$ cat config.mk
export PLATFORM = sky130hd
export DESIGN_NAME = wdog_top
export DESIGN_NICKNAME = d
export VERILOG_FILES = /design/src/rtl/wdog_pkg.sv /design/src/rtl/wdog_regs.sv /design/src/rtl/wdog_prescale.sv /design/src/rtl/wdog_counter.sv /design/src/rtl/wdog_outstage.sv /design/src/rtl/wdog_top.sv
export SDC_FILE = /design/constraint.sdc
export NUM_CORES = 1
export LEC_CHECK = 0
export BUFFER_PORTS_ARGS = -buffer_cell sky130_fd_sc_hd__buf_2
export CAP_MARGIN = 10
export CELL_PAD_IN_SITES_DETAIL_PLACEMENT = 1
export CELL_PAD_IN_SITES_GLOBAL_PLACEMENT = 1
export CORE_MARGIN = 4
export CORE_UTILIZATION = 37
export CTS_CLUSTER_DIAMETER = 50
export DETAILED_ROUTE_END_ITERATION = 10
export PLACE_DENSITY = 0.73
export SYNTH_ARGS = -nofsm -noshare
export SYNTH_HDL_FRONTEND = slang
export SYNTH_HIERARCHICAL = 1
export SYNTH_SLANG_ARGS = --single-unit
$ cat constraint.sdc
create_clock -name clk -period 4.8 [get_ports clk]
set_clock_uncertainty 0.05 [all_clocks]
set_input_delay 0.24 -clock clk [delete_from_list [all_inputs] [get_ports clk]]
set_output_delay 0.24 -clock clk [all_outputs]
set_load 0.01 [all_outputs]
$ cat src/rtl/wdog_pkg.sv
package wdog_pkg;

  localparam int PW_BITS = 13;

  typedef enum logic [1:0] {
    A_DEV = 2'd0,
    A_OUT = 2'd1,
    A_CFG = 2'd2,
    A_CNT = 2'd3
  } wdog_addr_e;

  typedef struct packed {
    logic       en;
    logic       pulse;
    logic       minute;
    logic [1:0] width;
  } wdog_cfg_t;

  // Pulse length in millisecond ticks for a width code.
  function automatic logic [PW_BITS-1:0] pulse_ms(input logic [1:0] code);
    case (code)
      2'd0:    return PW_BITS'(1);
      2'd1:    return PW_BITS'(25);
      2'd2:    return PW_BITS'(125);
      default: return PW_BITS'(5000);
    endcase
  endfunction

  // Read image of the configuration byte.
  function automatic logic [7:0] cfg_image(input wdog_cfg_t c, input logic st);
    return {1'b0, st, c.en, c.pulse, c.minute, 1'b0, c.width};
  endfunction

endpackage

$ cat src/rtl/wdog_regs.sv
module wdog_regs
  import wdog_pkg::*;
(
  input  logic       clk,
  input  logic       rst_n,
  input  logic       wr,
  input  logic [1:0] addr,
  input  logic [7:0] wdata,
  input  logic       expire,
  input  logic [7:0] cnt,
  output logic       dev_en,
  output logic       out_en,
  output wdog_cfg_t  cfg,
  output logic       status,
  output logic       cnt_load,
  output logic [7:0] load_val,
  output logic       status_clr,
  output logic [7:0] rdata
);

  assign cnt_load   = wr && (addr == A_CNT);
  assign status_clr = wr && (addr == A_CFG) && wdata[6];
  assign load_val   = wdata;

  always_ff @(posedge clk or negedge rst_n) begin
    if (!rst_n) begin
      dev_en <= 1'b0;
      out_en <= 1'b0;
      cfg    <= '0;
    end else if (wr) begin
      case (addr)
        A_DEV: dev_en <= wdata[0];
        A_OUT: out_en <= wdata[7];
        A_CFG: cfg    <= '{en: wdata[5], pulse: wdata[4], minute: wdata[3],
                           width: wdata[1:0]};
        default: ;
      endcase
    end
  end

  // Sticky flag: a new expiry outranks a simultaneous clear.
  always_ff @(posedge clk or negedge rst_n) begin
    if (!rst_n)          status <= 1'b0;
    else if (expire)     status <= 1'b1;
    else if (status_clr) status <= 1'b0;
  end

  always_comb begin
    case (addr)
      A_DEV:   rdata = {7'd0, dev_en};
      A_OUT:   rdata = {out_en, 7'd0};
      A_CFG:   rdata = cfg_image(cfg, status);
      default: rdata = cnt;
    endcase
  end

endmodule

$ cat src/rtl/wdog_prescale.sv
module wdog_prescale #(
  parameter int MS_PER_SEC  = 1000,
  parameter int SEC_PER_MIN = 60
) (
  input  logic clk,
  input  logic rst_n,
  input  logic run,
  input  logic restart,
  input  logic tick_ms,
  input  logic minute,
  output logic unit_tick
);

  localparam int MS_W  = $clog2(MS_PER_SEC);
  localparam int SEC_W = $clog2(SEC_PER_MIN);

  logic [MS_W-1:0]  ms_q;
  logic [SEC_W-1:0] sec_q;
  logic             sec_tick, min_tick;

  assign sec_tick  = run && tick_ms && (ms_q == MS_W'(MS_PER_SEC - 1));
  assign min_tick  = sec_tick && (sec_q == SEC_W'(SEC_PER_MIN - 1));
  assign unit_tick = minute ? min_tick : sec_tick;

  always_ff @(posedge clk or negedge rst_n) begin
    if (!rst_n) begin
      ms_q  <= '0;
      sec_q <= '0;
    end else if (!run || restart) begin
      ms_q  <= '0;
      sec_q <= '0;
    end else if (tick_ms) begin
      ms_q <= sec_tick ? '0 : ms_q + MS_W'(1);
      if (sec_tick) sec_q <= min_tick ? '0 : sec_q + SEC_W'(1);
    end
  end

endmodule

$ cat src/rtl/wdog_counter.sv
module wdog_counter #(
  parameter int CW = 8
) (
  input  logic          clk,
  input  logic          rst_n,
  input  logic          run,
  input  logic          unit_tick,
  input  logic          load,
  input  logic [CW-1:0] load_val,
  output logic [CW-1:0] cnt,
  output logic          expire
);

  // Only the 1 -> 0 step fires, and a reload in the same cycle suppresses it.
  assign expire = run && unit_tick && !load && (cnt == CW'(1));

  always_ff @(posedge clk or negedge rst_n) begin
    if (!rst_n)                              cnt <= '0;
    else if (load)                           cnt <= load_val;
    else if (run && unit_tick && cnt != '0)  cnt <= cnt - CW'(1);
  end

endmodule

$ cat src/rtl/wdog_outstage.sv
module wdog_outstage
  import wdog_pkg::*;
(
  input  logic       clk,
  input  logic       rst_n,
  input  logic       expire,
  input  logic       run,
  input  logic       pulse,
  input  logic [1:0] width,
  input  logic       tick_ms,
  input  logic       clr,
  output logic       active
);

  logic [PW_BITS-1:0] pw_q;

  always_ff @(posedge clk or negedge rst_n) begin
    if (!rst_n) begin
      active <= 1'b0;
      pw_q   <= '0;
    end else if (expire) begin
      active <= 1'b1;
      pw_q   <= pulse_ms(width);
    end else if (!run || clr) begin
      active <= 1'b0;
    end else if (active && pulse && tick_ms) begin
      if (pw_q == PW_BITS'(1)) active <= 1'b0;
      else                     pw_q   <= pw_q - PW_BITS'(1);
    end
  end

endmodule

$ cat src/rtl/wdog_top.sv
module wdog_top
  import wdog_pkg::*;
#(
  parameter int MS_PER_SEC  = 1000,
  parameter int SEC_PER_MIN = 60
) (
  input  logic       clk,
  input  logic       rst_n,
  input  logic       tick_ms,
  input  logic       bus_wr,
  input  logic [1:0] bus_addr,
  input  logic [7:0] bus_wdata,
  output logic [7:0] bus_rdata,
  output logic       wdt_rst_n
);

  localparam int CNT_W = 8;

  logic             dev_en, out_en, status, cnt_load, status_clr;
  logic             running, unit_tick, expire, active;
  logic [CNT_W-1:0] cnt, load_val;
  wdog_cfg_t        cfg;

  assign running = dev_en && cfg.en;

  wdog_regs u_regs (
    .clk(clk), .rst_n(rst_n), .wr(bus_wr), .addr(bus_addr), .wdata(bus_wdata),
    .expire(expire), .cnt(cnt), .dev_en(dev_en), .out_en(out_en), .cfg(cfg),
    .status(status), .cnt_load(cnt_load), .load_val(load_val),
    .status_clr(status_clr), .rdata(bus_rdata)
  );

  wdog_prescale #(.MS_PER_SEC(MS_PER_SEC), .SEC_PER_MIN(SEC_PER_MIN)) u_pre (
    .clk(clk), .rst_n(rst_n), .run(running), .restart(cnt_load),
    .tick_ms(tick_ms), .minute(cfg.minute), .unit_tick(unit_tick)
  );

  wdog_counter #(.CW(CNT_W)) u_cnt (
    .clk(clk), .rst_n(rst_n), .run(running), .unit_tick(unit_tick),
    .load(cnt_load), .load_val(load_val), .cnt(cnt), .expire(expire)
  );

  wdog_outstage u_out (
    .clk(clk), .rst_n(rst_n), .expire(expire), .run(running),
    .pulse(cfg.pulse), .width(cfg.width), .tick_ms(tick_ms),
    .clr(status_clr), .active(active)
  );

  assign wdt_rst_n = !(active && out_en);

endmodule

==> results of run 1 <==
## area by class of cell
cell class              instances  area (um^2)  area share
clock buffers                   7         86.3      0.0270
well taps                     102          128      0.0400
inverters                      11         41.3      0.0129
repair buffers                 24          125      0.0392
clock inverters                 1         5.00     0.00157
multi-input cells             224         1660       0.519
flip-flops and latches         46         1150       0.360
## per-stage QoR
stage,total power [W],utilization,hold slack (ns)
3_3_place_gp,0.000575,0.399,0.333
2_1_floorplan,0.000527,-,-0.106
3_5_place_dp,0.000581,0.399,0.330
5_1_grt,0.000870,0.411,0.0243
4_1_cts,0.000833,0.411,0.00252
6_report,0.000819,0.411,-0.0258
## layout by cell type (no fill, tap or decap), types with 10 or more instances in the layout
master | synthesis | routed
nand2_1 | 21 | 21
o21ai_0 | 10 | 10
inv_1 | 11 | 11
mux2_2 | 11 | 11
a21oi_1 | 11 | 11
dfrtp_1 | 46 | 46
nor2_1 | 18 | 18
buf_2 | 0 | 22
nor2b_1 | 12 | 12
ha_1 | 10 | 10
## cells in the mapped netlist (3+ instances only)
library cell,number,area [um^2]
or3_1,6,37.5
and2_1,5,31.3
buf_4,10,75.1
clkbuf_1,5,18.8
nand2_1,21,78.8
nor3_1,9,45.0
or4_4,3,33.8
nand4_1,3,18.8
a211oi_1,4,30.0
nor2b_1,12,75.1
xor2_1,5,43.8
xnor2_1,6,52.6
nor4_1,5,31.3
nand3b_1,3,22.5
nor2_1,18,67.6
mux2i_1,6,60.1
nand3_1,9,45.0
and4_1,4,35.0
o311ai_0,3,26.3
ha_1,10,125
buf_6,3,33.8
dfrtp_1,46,1150
mux2_2,11,124
a21oi_1,11,55.1
inv_1,11,41.3
o21ai_0,10,50.1
a31oi_1,3,18.8
a311oi_1,7,61.3
o21ai_1,3,15.0
## state kept, by name (all words and copies together), names as in the netlist
register       cells
u_regs/dev_en      1
u_out/active       1
u_pre/ms_q        10
u_out/pw_q        13
u_regs/out_en      1
u_regs/cfg         5
u_pre/sec_q        6
u_regs/status      1
u_cnt/cnt          8
## power groups by stage
stage / combinational [W] / clock [W] / sequential [W]
after CTS: 0.000132 / 0.000258 / 0.000442
final: 0.000130 / 0.000247 / 0.000442
after floorplan: 0.0000897 / 0 / 0.000438
after detailed placement: 0.000131 / 0 / 0.000450
after global routing: 0.000147 / 0.000276 / 0.000447
after global placement: 0.000127 / 0 / 0.000448
## layer usage
metal / up-vias / part of all wire
met4: 0 / 0.0084
met2: 26 / 0.50
met3: 6 / 0.026
met5: - / 0
met1: 1181 / 0.47
li1: 1128 / -
## critical path, delay by kind of cell (launching register included)
family,cells,cell delay (ns)
AOI/OAI and AO/OA,2,0.29
buffers and inverters,1,0.29
DFF,1,0.37
and+or+nand+nor,6,2.34
## cell families (layout without fill, tap and decap cells)
kind of cell | count (synthesis) | count (layout) | synth area share
adder cells (fa/ha/maj) | 10 | 10 | 0.0421
flip-flops | 46 | 46 | 0.387
AO/OA/AOI/OAI | 55 | 55 | 0.129
AND/OR/NAND/NOR | 131 | 131 | 0.291
multiplexers | 17 | 17 | 0.0619
XOR/XNOR | 11 | 11 | 0.0324
buffers and inverters | 29 | 43 | 0.0568
## how the worst max path moves through the flow
stage	slack (ns)	endpoint	depth (start not counted)	startpoint
global placement	1.52	u_out/pw_q[7]	9	u_regs/dev_en
finish	1.33	u_out/pw_q[9]	9	u_regs/dev_en
floorplan	1.71	u_out/pw_q[10]	11	u_regs/dev_en
CTS	1.36	u_out/pw_q[9]	9	u_regs/dev_en
global route	0.96	u_out/pw_q[12]	9	u_regs/dev_en
detailed placement	1.35	u_out/pw_q[9]	9	u_regs/dev_en
==> qor.txt, run 1 <==
status - finished, violations left
failing checks - hold timing
DR WL/cell - 17.2 um
met2 Use GR - 0.260
GP Congestion - 0.835
final instance area - 3190 um^2
Worst path slowest cell - nor4_2
post-synthesis cell count - 299
Net Sw Frac - 0.288
CTS tree - built
initial antenna violation count - 0
syn_area_per_cell - 9.94 um^2
endpoints failing setup - 0
I/O Pins - 23
CTS Buffer Depth - 2
Synth warnings - 6
worst-margin pin slew - 0.975 ns
worst-path maximum fanout - 11
FF-to-FF End - u_out/pw_q[9]
DIE AREA - 9530 um^2
max-slew violation count - 0
kind of critical path - reg -> reg
CP required - 4.89 ns
drt total wl - 7130 um
Setup crit start kind - register
RSZ-0062 raised after global routing - false
clock root buffer - clkbuf_8
ys async rst share - 1.00
Cell Area, Synth - 2970 um^2
sequential power share - 0.540
placed insts - 407
P_sw - 0.000236 W
r2r startpoint - u_regs/dev_en
Chip Width - 97.6 um
post-synthesis register bit count - 46
Primary FF master, synth - dfrtp_1
GR Util met3 - 0.0258
Clk Latency, worst-skew pair - 0.30 ns
crit end category - register
clock network power share - 0.301
first-pass GRT wire length - 12300 um
# DRC - 0
Hold Vio Cnt, Final - 25
setup slack after layout - 1.33 ns
CTS Hold Buffers Added - 0
Via Count - 2341
layout cells sized above 1 - 0.204
global route overflow - 0
sequential share of the synthesized area - 0.387
number of enable flip-flop cells after synthesis - 0
Period minus WS final - 3.47 ns
routing usage on met1 - 0.214
P per Cell Area - 256 nW/um^2
Min Hold Slack - -0.0258 ns
post_cts resized - 0
Rel. slew slack - 0.344
worst-path cell chain - and2_1 > nand4b_4 > or4_4 > a21oi_1 > nand2_1 > nor4_2 > inv_1 > nor2_1 > a311oi_1
global route hottest layer - met2
DP Area - 3100 um^2
CTS clk-pin slew, worst paths - 0.10 ns
VDD IR-drop max - 0.000163 V
gr usage total - 0.156
H-tree depth - 2
P_int - 0.000583 W
syn nets - 323
R2R setup slack - 1.33 ns
Distinct cells, synth - 63
Row Count - 32
Placement Setup Slack - 1.35 ns
CORE AREA - 7770 um^2
Detailed Place HPWL - 5340 um
TritonRoute pass-1 iters - 4
Reg2Reg Depth - 9
Pleak - 1.38 nW
Inserted Clock Buffers - 5
Post-Layout Cell Count - 415
final worst path period share - 0.724
Worst path max stage delay - 0.75 ns
number of port buffers - 22
Routed Antenna Nets - 0
Comb power frac - 0.159
synth-to-layout area growth - 7.49%
Min-Delay Path Class - in -> async
total of max-cap violations - 0
DRT iter0 DRCs - 105
Fin Setup TNS - 0 ns
post-CTS setup buffers - 0
fillers - 895
# nets final - 336
n_diodes - 0
Die Y - 97.6 um
largest net degree at the start of global routing - 47
vias in the first global route - 2427
vias per inst - 5.64
TritonCTS Sinks - 46
Max Fclk - 288 MHz
data arrival time of the critical path - 3.57 ns
starting density of the core - 0.383
No activity file was read; power rests on OpenSTA's default activity.
==> run 2: changes to the inputs <==
==> constraint.sdc (replaced) <==
create_clock -name clk -period 3.5 [get_ports clk]
set_clock_uncertainty 0.05 [all_clocks]
set_input_delay 0.175 -clock clk [delete_from_list [all_inputs] [get_ports clk]]
set_output_delay 0.175 -clock clk [all_outputs]
set_load 0.01 [all_outputs]
==> qor.txt, run 2 (synthesis gave the netlist of run 1 again) <==
status - completed
Min-Delay Path Class - in -> reg
Storage cell area - 1150 um^2 (unchanged)
Pleak - 1.39 nW (+0.30%)
Routed Antenna Nets - 0 (unchanged)
Chip Width - 97.6 um (unchanged)
max reg flops - 13 (unchanged)
Top reg by flops - u_out/pw_q
worst-path maximum fanout - 23 (+12)
data arrival time of the critical path - 3.12 ns (-0.45 ns)
total power - 0.00113 W (+38%)
hold endpoint - u_cnt/cnt[2]
Met3 Routed Length - 205 um (+9.6%)
first-pass GRT wire length - 12700 um (+3.0%)
RSZ-0062 raised after global routing - false
worst-path cell chain - and2_1 > nand4b_4 > or4_4 > a21oi_1 > nand2_1 > nor4_2 > buf_4 > inv_1 > nor2_1 > nor3_1
n_diodes - 0 (unchanged)
kind of critical path - reg -> reg
Min Hold Slack - 0.0229 ns (+0.0487 ns)
Hold Vio Cnt, Final - 0 (-100%)
met2 WL post-DR - 3540 um (-0.20%)
r2r startpoint - u_regs/dev_en
CP required - 3.63 ns (-1.26 ns)
gr usage total - 0.160 (+0.00403)
worst-margin pin slew - 0.784 ns (-0.192 ns)
Clk Latency, worst-skew pair - 0.30 ns (about the same)
min-delay src - bus_wdata[2]
Post-Layout Cell Count - 416 (+0.24%)
CTS clk-pin slew, worst paths - 0.09 ns (about the same)
VDD IR-drop max - 0.000177 V (+8.8%)
CTS Hold Buffers Added - 1 (+1)
Inserted Clock Buffers - 5 (unchanged)
vias in the first global route - 2528 (+4.2%)
Reg2Reg Depth - 10 (+1)
CORE AREA - 7770 um^2 (unchanged)
Die Y - 97.6 um (unchanged)
fillers - 920 (+2.8%)
TritonCTS Sinks - 46 (unchanged)
vias per inst - 5.63 (-0.16%)
initial antenna violation count - 0 (unchanged)
DP Area - 3100 um^2 (unchanged)
GP Congestion - 0.827 (-0.93%)
Setup crit start kind - register
max-slew violation count - 0 (unchanged)
H-tree depth - 2 (unchanged)
global route overflow - 0 (unchanged)
most frequent cells in the layout - dfrtp_1 (46), buf_2 (22), nand2_1 (21)
number of port buffers - 22 (unchanged)
# nets final - 337 (+0.30%)
layout cells sized above 1 - 0.204 (-0.000651)
post_cts resized - 0 (unchanged)
area occupied by multi-input gates - 1660 um^2 (unchanged)
most common cell after layout, fill and taps aside - dfrtp_1
hold path cells - 3
Via Count - 2343 (+0.085%)
DRT iter0 DRCs - 43 (-59%)
endpoints failing setup - 0 (unchanged)
CTS Buffer Depth - 2 (unchanged)
Worst path max stage delay - 0.60 ns (-0.15 ns)
total of max-cap violations - 0 (unchanged)
Fin Setup TNS - 0 ns (unchanged)
placed insts - 407 (unchanged)
max layer used - met4
starting density of the core - 0.383 (unchanged)
WL met1 - 3510 um (+5.5%)
Max Fclk - 334 MHz (+16%)
drt total wl - 7340 um (+3.0%)
I/O Pins - 23 (unchanged)
CTS tree - built
P per Cell Area - 353 nW/um^2 (+38%)
Worst path slowest cell - or4_4
DR WL/cell - 17.6 um (+2.7%)
Detailed Place HPWL - 5350 um (+0.15%)
final instance area - 3200 um^2 (+0.31%)
DIE AREA - 9530 um^2 (unchanged)
final worst path period share - 0.857 (+0.133)
Rel. slew slack - 0.472 (+0.128)
R2R setup slack - 0.50 ns (-0.82 ns)
largest net degree at the start of global routing - 26 (-45%)
Row Count - 32 (unchanged)
# DRC - 0 (unchanged)
Largest regs - u_out/pw_q (13), u_pre/ms_q (10), u_cnt/cnt (8)
crit end category - register
clock root buffer - clkbuf_8
FF-to-FF End - u_out/pw_q[7]
Period minus WS final - 3.00 ns (-0.476 ns)
post-CTS setup buffers - 0 (unchanged)
TritonRoute pass-1 iters - 4 (unchanged)
synth-to-layout area growth - 7.83%
run 2: changes by cell type in the layout (fill, tap and decap cells not counted):
cell / previous run / this run
dlygate4sd3_1: 0 / 1
run 2: report_power, final:
part | total, W | internal, W | leakage (nW) | switching, W
Combinational | 0.000178 | 0.0000774 | 0.729 | 0.000101
Sequential | 0.000607 | 0.000563 | 0.608 | 0.0000440
Clock | 0.000345 | 0.000160 | 0.0482 | 0.000185
run 2: cell type report:
type | count | share of cell area
inverter | 11 | 0.0129
multi-input combinational | 224 | 0.517
sequential | 46 | 0.359
clock buffer | 7 | 0.0269
timing repair buffer | 25 | 0.0422
clock inverter | 1 | 0.00156
tap | 102 | 0.0398
run 2: through the flow:
step                setup slack [ns]  utilization
floorplan                      0.411            -
CTS                            0.504        0.413
global placement               0.606        0.399
global route                   0.208        0.413
detailed placement             0.513        0.399
finish                         0.502        0.413
run 2: how the worst max path moves through the flow:
| stage | slack (ns) | start | end | cells past startpoint |
|---|---|---|---|---|
| 2_1_floorplan | 0.41 | u_regs/dev_en | u_out/pw_q[10] | 11 |
| 3_3_place_gp | 0.61 | u_regs/dev_en | u_out/pw_q[7] | 10 |
| 3_5_place_dp | 0.51 | u_regs/dev_en | u_out/pw_q[7] | 10 |
| 4_1_cts | 0.50 | u_regs/dev_en | u_out/pw_q[7] | 10 |
| 5_1_grt | 0.21 | u_regs/dev_en | u_out/pw_q[12] | 10 |
| 6_report | 0.50 | u_regs/dev_en | u_out/pw_q[7] | 10 |
run 2: routing by layer:
| layer | vias up | track usage |
|---|---|---|
| met3 | 8 | 0.0273 |
| met2 | 32 | 0.269 |
| li1 | 1129 | - |
| met4 | 0 | 0.0405 |
| met5 | - | 0 |
| met1 | 1174 | 0.214 |
run 2: critical path: cells and delay by family, from the launching register on:
family	cells	cell delay, ns
flip-flops	1	0.38
AO/OA/AOI/OAI	1	0.19
AND/OR/NAND/NOR	7	1.78
buffers and inverters	2	0.46
==> run 3: changes to the inputs <==
--- a/config.mk
+++ b/config.mk
@@ -10,10 +10,11 @@
 export CELL_PAD_IN_SITES_DETAIL_PLACEMENT = 1
 export CELL_PAD_IN_SITES_GLOBAL_PLACEMENT = 1
 export CORE_MARGIN = 4
-export CORE_UTILIZATION = 37
+export CORE_UTILIZATION = 47
 export CTS_CLUSTER_DIAMETER = 50
 export DETAILED_ROUTE_END_ITERATION = 10
-export PLACE_DENSITY = 0.73
+export GPL_TIMING_DRIVEN = 0
+export PLACE_DENSITY = 0.87
 export SYNTH_ARGS = -nofsm -noshare
 export SYNTH_HDL_FRONTEND = slang
 export SYNTH_HIERARCHICAL = 1
==> qor.txt, run 3 (synthesis gave the netlist of run 1 again) <==
status - completed
Min-Delay Path Class - in -> async
Row Count - 28 (-13%)
DP Area - 3170 um^2 (+2.2%)
CTS tree - built
worst-path maximum fanout - 10 (-57%)
vias per inst - 6.25 (+11%)
clock root buffer - clkbuf_8
Worst path slowest cell - or4_4
global route overflow - 0 (unchanged)
# DRC - 0 (unchanged)
H-tree depth - 2 (unchanged)
Layout Utilization - 0.548 (+0.136)
endpoints failing setup - 0 (unchanged)
Storage cell area - 1150 um^2 (unchanged)
Via Count - 2514 (+7.3%)
Period minus WS final - 3.31 ns (+0.307 ns)
largest net degree at the start of global routing - 47 (+81%)
P per Cell Area - 367 nW/um^2 (+4.0%)
max-slew violation count - 0 (unchanged)
TritonCTS Sinks - 46 (unchanged)
fillers - 691 (-25%)
Max Fclk - 303 MHz (-9.3%)
gr usage total - 0.235 (+0.0745)
max reg flops - 13 (unchanged)
Inserted Clock Buffers - 5 (unchanged)
DIE AREA - 7660 um^2 (-20%)
initial antenna violation count - 0 (unchanged)
Setup crit start kind - register
crit end category - register
Die Y - 87.5 um (-10%)
final instance area - 3300 um^2 (+3.1%)
Rel. slew slack - 0.290 (-0.182)
Top reg by flops - u_out/pw_q
DR WL/cell - 20.5 um (+16%)
number of port buffers - 21 (-4.5%)
DRT iter0 DRCs - 118 (+170%)
CORE AREA - 6030 um^2 (-22%)
post-CTS setup buffers - 0 (unchanged)
VDD IR-drop max - 0.000206 V (+16%)
most frequent cells in the layout - dfrtp_1 (46), nand2_1 (21), buf_2 (21)
data arrival time of the critical path - 3.45 ns (+0.33 ns)
Worst path max stage delay - 0.54 ns (-0.06 ns)
CTS clk-pin slew, worst paths - 0.08 ns (about the same)
first-pass GRT wire length - 13900 um (+10%)
CTS Buffer Depth - 2 (unchanged)
CP required - 3.65 ns (+0.02 ns)
starting density of the core - 0.493 (+0.111)
Chip Width - 87.5 um (-10%)
RSZ-0062 raised after global routing - false
Hold Vio Cnt, Final - 0 (unchanged)
most common cell after layout, fill and taps aside - dfrtp_1
Pleak - 1.46 nW (+5.2%)
kind of critical path - reg -> reg
TritonRoute pass-1 iters - 4 (unchanged)
worst-path cell chain - and2_2 > nand4b_4 > or4_4 > buf_6 > a21oi_1 > nand2_1 > nor4_4 > clkbuf_2 > clkbuf_2 > nor2_1 > mux2_2
final worst path period share - 0.944 (+0.0876)
GP Congestion - 0.827 (about the same)
drt total wl - 8230 um (+12%)
Routed Antenna Nets - 0 (unchanged)
Detailed Place HPWL - 5670 um (+6.1%)
area occupied by multi-input gates - 1670 um^2 (+0.75%)
total of max-cap violations - 0 (unchanged)
# nets final - 351 (+4.2%)
most frequent CP cell - clkbuf_2
Clk Latency, worst-skew pair - 0.30 ns (about the same)
worst-margin pin slew - 1.07 ns (+0.282 ns)
vias in the first global route - 2783 (+10%)
synth-to-layout area growth - 11.2%
I/O Pins - 23 (unchanged)
Largest regs - u_out/pw_q (13), u_pre/ms_q (10), u_cnt/cnt (8)
n_diodes - 0 (unchanged)
layout cells sized above 1 - 0.239 (+0.0347)
## run 3: cell count changes in the layout (fill, tap and decap cells not counted), sizes merged
cell,before,now
buf,24,34
clkbuf,7,11
dlygate4sd3,1,0
bufinv,0,1
clkinv,1,0
## run 3: timing repair
item	4_1_cts	5_1_grt
pin swaps	0	0
resized for setup	4	2
hold buffers	0	0
setup endpoints to repair	13	13
## run 3: final cells by class
cell class | count | area share
well taps | 75 | 0.0284
plain buffers | 18 | 0.0394
clock inverters | 1 | 0.00909
clock buffers | 6 | 0.0250
inverters | 11 | 0.0125
flip-flops and latches | 46 | 0.348
multi-input cells | 224 | 0.505
repair buffers | 21 | 0.0318
## run 3: final timing paths
path                       slack, ns  depth (start not counted)     startpoint              to
max in group asynchronous       2.74                          1          rst_n   u_regs/cfg[1]
min in group clk                0.05                          3   bus_wdata[2]    u_cnt/cnt[2]
setup / recovery                0.19                         11  u_regs/dev_en  u_out/pw_q[11]
hold / removal                  0.01                          1          rst_n   u_pre/ms_q[8]
setup reg to reg                0.19                         11  u_regs/dev_en  u_out/pw_q[11]
hold reg to reg                 0.49                          1  u_regs/cfg[4]   u_regs/cfg[4]
## run 3: report_power, final
| part | switching, W | total, W | leakage, nW | internal (W) |
|---|---|---|---|---|
| sequential | 0.0000420 | 0.000605 | 0.608 | 0.000563 |
| clock | 0.000183 | 0.000411 | 0.0573 | 0.000229 |
| combinational | 0.000110 | 0.000195 | 0.792 | 0.0000848 |
| total | 0.000335 | 0.00121 | 1.46 | 0.000876 |
## run 3: worst max-delay path, delay by kind of cell (launching register included)
family	cells	cell delay, ns
compound gates	1	0.19
buf+inv	3	0.75
flops	1	0.38
mux	1	0.26
simple gates	6	1.57
## run 3: layer usage
layer,GRT usage,vias to the layer above,part of all wire
li1,-,1155,-
met1,0.290,1270,0.42
met2,0.412,69,0.51
met3,0.0350,20,0.042
met4,0.0879,0,0.026
met5,0,-,0
## run 3: stage by stage
step	worst slack (ns)	power, W	std cells	hold WS [ns]	TNS, ns
final	0.195	0.00121	402	0.0110	0
after global routing	0.0245	0.00128	402	0.0397	0
after CTS	0.0330	0.00122	402	0.0316	0
after detailed placement	-0.460	0.000800	395	0.346	-4.89
after global placement	-0.296	0.000788	395	0.333	-2.88
after floorplan	0.411	0.000723	299	-0.171	0
